[src/rtl/spi_port.sv]
module spi_port #(
  parameter int DIV_W = 8,
  parameter int SYNC  = 2
) (
  input  logic             clk,
  input  logic             rst_n,
  input  logic             cfg_en,
  input  logic             cfg_ssig,
  input  logic             cfg_cpol,
  input  logic             cfg_cpha,
  input  logic [DIV_W-1:0] cfg_div,
  input  logic             irq_en,
  input  logic             mstr_set,
  input  logic             mstr_clr,
  input  logic             data_wr,
  input  logic [7:0]       data_wdata,
  input  logic             done_clr,
  output logic             mstr,
  output logic [7:0]       rx_data,
  output logic             done,
  output logic             irq,
  input  logic             sck_i,
  output logic             sck_o,
  output logic             sck_oe,
  input  logic             mosi_i,
  output logic             mosi_o,
  output logic             mosi_oe,
  input  logic             miso_i,
  output logic             miso_o,
  output logic             miso_oe,
  input  logic             ss_n_i
);

  logic [SYNC-1:0]  sck_sy, ss_sy;
  logic             sck_s, sck_d, ss_s;
  logic             mstr_q, done_q, busy, lvl, samp, outq;
  logic [DIV_W-1:0] divcnt;
  logic [7:0]       sr, rx_q;
  logic [2:0]       bitcnt;

  assign sck_s = sck_sy[SYNC-1];
  assign ss_s  = ss_sy[SYNC-1];

  wire sel     = cfg_ssig | ~ss_s;
  wire fault   = cfg_en & mstr_q & ~cfg_ssig & ~ss_s;
  wire tick    = busy & (divcnt == cfg_div);
  wire s_edge  = cfg_en & ~mstr_q & sel & (sck_s ^ sck_d);
  wire lead    = mstr_q ? (tick & ~lvl) : (s_edge & (sck_s != cfg_cpol));
  wire trail   = mstr_q ? (tick & lvl)  : (s_edge & (sck_s == cfg_cpol));
  wire in_bit  = mstr_q ? miso_i : mosi_i;
  wire nxt_bit = cfg_cpha ? in_bit : samp;
  wire last    = trail & (bitcnt == 3'd7);
  wire wr_ok   = data_wr & cfg_en & (mstr_q ? ~busy : ss_s);
  wire out_bit = cfg_cpha ? outq : sr[7];

  always_ff @(posedge clk or negedge rst_n) begin
    if (!rst_n) begin
      sck_sy <= '0;
      ss_sy  <= '1;
      sck_d  <= 1'b0;
    end else begin
      sck_sy <= {sck_sy[SYNC-2:0], sck_i};
      ss_sy  <= {ss_sy[SYNC-2:0], ss_n_i};
      sck_d  <= sck_s;
    end
  end

  always_ff @(posedge clk or negedge rst_n) begin
    if (!rst_n) begin
      mstr_q <= 1'b0;
      done_q <= 1'b0;
    end else begin
      if (mstr_clr) mstr_q <= 1'b0;
      if (mstr_set) mstr_q <= 1'b1;
      if (fault)    mstr_q <= 1'b0;
      if (done_clr)     done_q <= 1'b0;
      if (last | fault) done_q <= 1'b1;
    end
  end

  always_ff @(posedge clk or negedge rst_n) begin
    if (!rst_n) begin
      busy   <= 1'b0;
      lvl    <= 1'b0;
      divcnt <= '0;
      bitcnt <= '0;
      sr     <= '0;
      rx_q   <= '0;
      samp   <= 1'b0;
      outq   <= 1'b0;
    end else if (!cfg_en || fault || mstr_clr) begin
      busy   <= 1'b0;
      lvl    <= 1'b0;
      divcnt <= '0;
      bitcnt <= '0;
    end else begin
      if (busy) divcnt <= tick ? '0 : divcnt + 1'b1;
      if (tick) lvl <= ~lvl;
      if (lead) begin
        samp <= in_bit;
        outq <= sr[7];
      end
      if (trail) begin
        sr     <= {sr[6:0], nxt_bit};
        bitcnt <= bitcnt + 3'd1;
      end
      if (last) begin
        rx_q <= {sr[6:0], nxt_bit};
        busy <= 1'b0;
      end
      if (!mstr_q && !cfg_ssig && ss_s) bitcnt <= '0;
      if (wr_ok) begin
        sr <= data_wdata;
        if (mstr_q) begin
          busy   <= 1'b1;
          lvl    <= 1'b0;
          divcnt <= '0;
          bitcnt <= '0;
        end
      end
    end
  end

  assign mstr    = mstr_q;
  assign done    = done_q;
  assign irq     = done_q & irq_en;
  assign rx_data = rx_q;
  assign sck_o   = cfg_cpol ^ lvl;
  assign sck_oe  = cfg_en & mstr_q;
  assign mosi_o  = out_bit;
  assign mosi_oe = cfg_en & mstr_q;
  assign miso_o  = out_bit;
  assign miso_oe = cfg_en & ~mstr_q & sel;

endmodule

[config.mk]
export PLATFORM = sky130hd
export DESIGN_NAME = spi_port
export DESIGN_NICKNAME = d
export VERILOG_FILES = /design/src/rtl/spi_port.sv
export SDC_FILE = /design/constraint.sdc
export NUM_CORES = 1
export LEC_CHECK = 0
export ABC_AREA = 1
export BUFFER_PORTS_ARGS = -buffer_cell sky130_fd_sc_hd__buf_2
export CAP_MARGIN = 5
export CORE_UTILIZATION = 49
export DETAILED_ROUTE_END_ITERATION = 8
export PLACE_DENSITY_LB_ADDON = 0.25
export SLEW_MARGIN = 20
export SYNTH_ARGS = -nofsm -noshare
export SYNTH_HDL_FRONTEND = slang
export SYNTH_SLANG_ARGS = --single-unit
[constraint.sdc]
create_clock -name clk -period 1.9 [get_ports clk]
set_clock_uncertainty 0.05 [all_clocks]
set_input_delay 0.38 -clock clk [delete_from_list [all_inputs] [get_ports clk]]
set_output_delay 0.38 -clock clk [all_outputs]
set_load 0.05 [all_outputs]
==> impl_metrics.json <==
{
  "outcome": "complete, no violations",
  "firstDrtPassIters": 4,
  "syn-cell-area_um2": 2140,
  "synth-main-ff-cell": "dfrtp_1",
  "ant_nets": 0,
  "cp_cell_sequence": "inv_1, nand2_1, nand2_2, nand3_2, nor4_4, ha_2, nand2_4, nand2_4, buf_6, xnor2_1, nor2_1",
  "multi_input_area_um2": 1100,
  "wl_per_cell_um": 11.8,
  "gp_congestion": 0.795,
  "synth_edf_count": 0,
  "viasPerCell": 4.87,
  "critPathLaunchType": "flip-flop",
  "layout.nets": 388,
  "fin_crit_ns": 1.88,
  "max_slew_margin": 0.784,
  "drcViolationCount": 0,
  "final_cell_mix": "89 x nand2_1, 46 x buf_2, 37 x inv_1, 35 x dfrtp_1, 23 x buf_4",
  "grt_pass1_wl_um": 7400,
  "synthCells": 277,
  "post_synth_main_area_contributors": "dfrtp_1 42%, nand2_1 17%, inv_1 6.7%, nand3_1 4.9%, nor2_1 3.3%",
  "seq_area_um2": 955,
  "yosys.area.top_type": "dfrtp_1",
  "cpMaxStageDelayCell": "dfrtp_1",
  "synth.top_cell.area_share": 0.420,
  "area_delta_synth_final_pct": 31.1,
  "critPathRequiredTime_ns": 2.03,
  "max_stage_delay_ns": 0.40,
  "synthArstFlopShare": 1.00,
  "min_path_type": "primary input to flip-flop",
  "drv_cap": 0,
  "wirelength_um": 4740,
  "min_from": "ss_n_i",
  "grt.total_usage": 0.219,
  "antenna_found_initial": 0,
  "htree_levels": 2,
  "hpwl_um": 3320,
  "root_buffer": "clkbuf_8",
  "grt_pass1_vias": 1754,
  "clk_pin_slew_ns": 0.07,
  "worst_pin_slew_ns": 0.320,
  "drv_slew": 0,
  "clock_sinks": 38,
  "insertion_delay_ns": 0.29,
  "fillers": 357,
  "die_x_um": 68.1,
  "setup_viol": 0,
  "r2r_end": "bitcnt[0]",
  "finalPower_mw": 1.90,
  "whs_endpoint": "ss_sy[0]",
  "dp_slack_ns": -0.187,
  "grt-ovfl-total": 0,
  "drive_above_1_share": 0.351,
  "diodes": 0,
  "rsz0062_at_grt": "yes",
  "vias": 1962,
  "floorplan.initialDensity": 0.524,
  "finalHoldViolCount": 0,
  "syn_nets": 313,
  "fin_crit_sh": 0.989,
  "powerDensity_nw_per_um2": 675,
  "worstSetupPathType": "flip-flop to flip-flop",
  "placed_area_um2": 2570,
  "crit_fanout": 4,
  "critPathCaptureType": "flip-flop",
  "design.die.area_um2": 4640,
  "reg2reg_slack_ns": 0.02,
  "synth-seq-cells": 38,
  "fp.dieH_um": 68.1,
  "ir_worst_vdd_v": 0.000673,
  "regToRegStartpoint": "divcnt[2]",
  "crit_arrival_ns": 2.01,
  "grt_start_max_net_pins": 39,
  "cts_buffers": 5,
  "cts_buffer_depth": 2,
  "dr.first_iter.drc_count": 66,
  "hold_depth": 1,
  "power.leakage_nw": 1.50,
  "setup_ws_ns": 0.0209,
  "whs_ns": 0.135,
  "fmax_mhz": 532,
  "core_area_um2": 4090,
  "syn_avg_cell_area_um2": 7.74,
  "final_common_cell": "nand2_1",
  "yosysWarnings": 0,
  "final_area_um2": 2810,
  "path_common_cell": "nand2_4",
  "cts_tree": "yes",
  "synth.distinct_cells": 31,
  "io_pins": 48,
  "portBuffers": 47,
  "yosysSeqAreaShare": 0.445,
  "num_rows": 23,
  "rr_worst_depth": 11
}
[registers in the layout, indices dropped and copies added, names as in the netlist]
register,cells
divcnt,8
rx_data,8
sr,8
bitcnt,3
sck_sy,2
ss_sy,2
busy,1
done,1
lvl,1
mstr,1
outq,1
samp,1
sck_d,1
[cell families after synthesis]
kind of cell,share of synthesized area
AOI/OAI and AO/OA,0.0893
xor gates and xnor gates,0.0245
adders and majority gates,0.0292
buffers and inverters,0.0946
DFF,0.445
and+or+nand+nor,0.318
[worst max-delay path by stage]
stage | start | to | cells past startpoint
3_3_place_gp | cfg_div[1] | rx_data[0] | 12
5_1_grt | divcnt[2] | sr[3] | 11
2_1_floorplan | mstr | rx_data[5] | 9
3_5_place_dp | cfg_div[1] | rx_data[2] | 11
4_1_cts | divcnt[6] | busy | 12
6_report | divcnt[2] | bitcnt[0] | 11
[per-layer routing]
| layer | up-vias | GRT usage | wire length (um) |
|---|---|---|---|
| met5 | - | 0 | 0 |
| li1 | 1016 | - | - |
| met4 | 0 | 0.0938 | 93 |
| met3 | 7 | 0.0483 | 140 |
| met2 | 34 | 0.358 | 2370 |
| met1 | 905 | 0.276 | 2140 |
[cell usage after synthesis (2+ instances only)]
| cell | instances |
|---|---|
| inv_1 | 38 |
| dfrtp_1 | 36 |
| a21oi_1 | 6 |
| nand2_4 | 2 |
| nand3_4 | 2 |
| dfstp_2 | 2 |
| o21ai_2 | 8 |
| nand4_1 | 2 |
| nor3_1 | 3 |
| buf_2 | 2 |
| ha_1 | 5 |
| xor2_1 | 5 |
| nand3_1 | 21 |
| buf_4 | 2 |
| nand2_1 | 98 |
| nor2_1 | 19 |
| o21ai_0 | 12 |
[per-stage QoR]
stage           util  instances  TNS [ns]
2_1_floorplan      -        277         0
3_3_place_gp   0.629        389     -1.78
3_5_place_dp   0.629        389     -2.42
4_1_cts        0.668        400   -0.0253
5_1_grt        0.687        403     -1.59
6_report       0.687        403         0
[cell type report]
class,count,area share
Clock buffer,7,0.0307
Clock inverter,1,0.00178
Inverter,40,0.0543
Multi-Input combinational cell,194,0.390
Sequential cell,38,0.340
Tap cell,50,0.0223
Timing Repair Buffer,73,0.161
[critical path, delay by kind of cell, from the launching register on]
kind / cells / cell delay (ns)
xor gates and xnor gates: 1 / 0.12
adders and majority gates: 1 / 0.25
buffers and inverters: 2 / 0.19
DFF: 1 / 0.40
and+or+nand+nor: 7 / 0.77
[repair_timing]
action,4_1_cts,5_1_grt
gates resized for setup,9,17
buffers inserted,1,3
gates cloned,1,0
endpoints found under the hold margin,7,0
hold buffers,1,0
endpoints found under the setup margin,17,24
pin swaps,4,7
[report_power, final]
part / switching [mW] / internal (mW)
sequential: 0.0429 / 0.880
combinational: 0.273 / 0.131
clock: 0.276 / 0.293
Note: power is estimated with default switching activity, not from simulation.
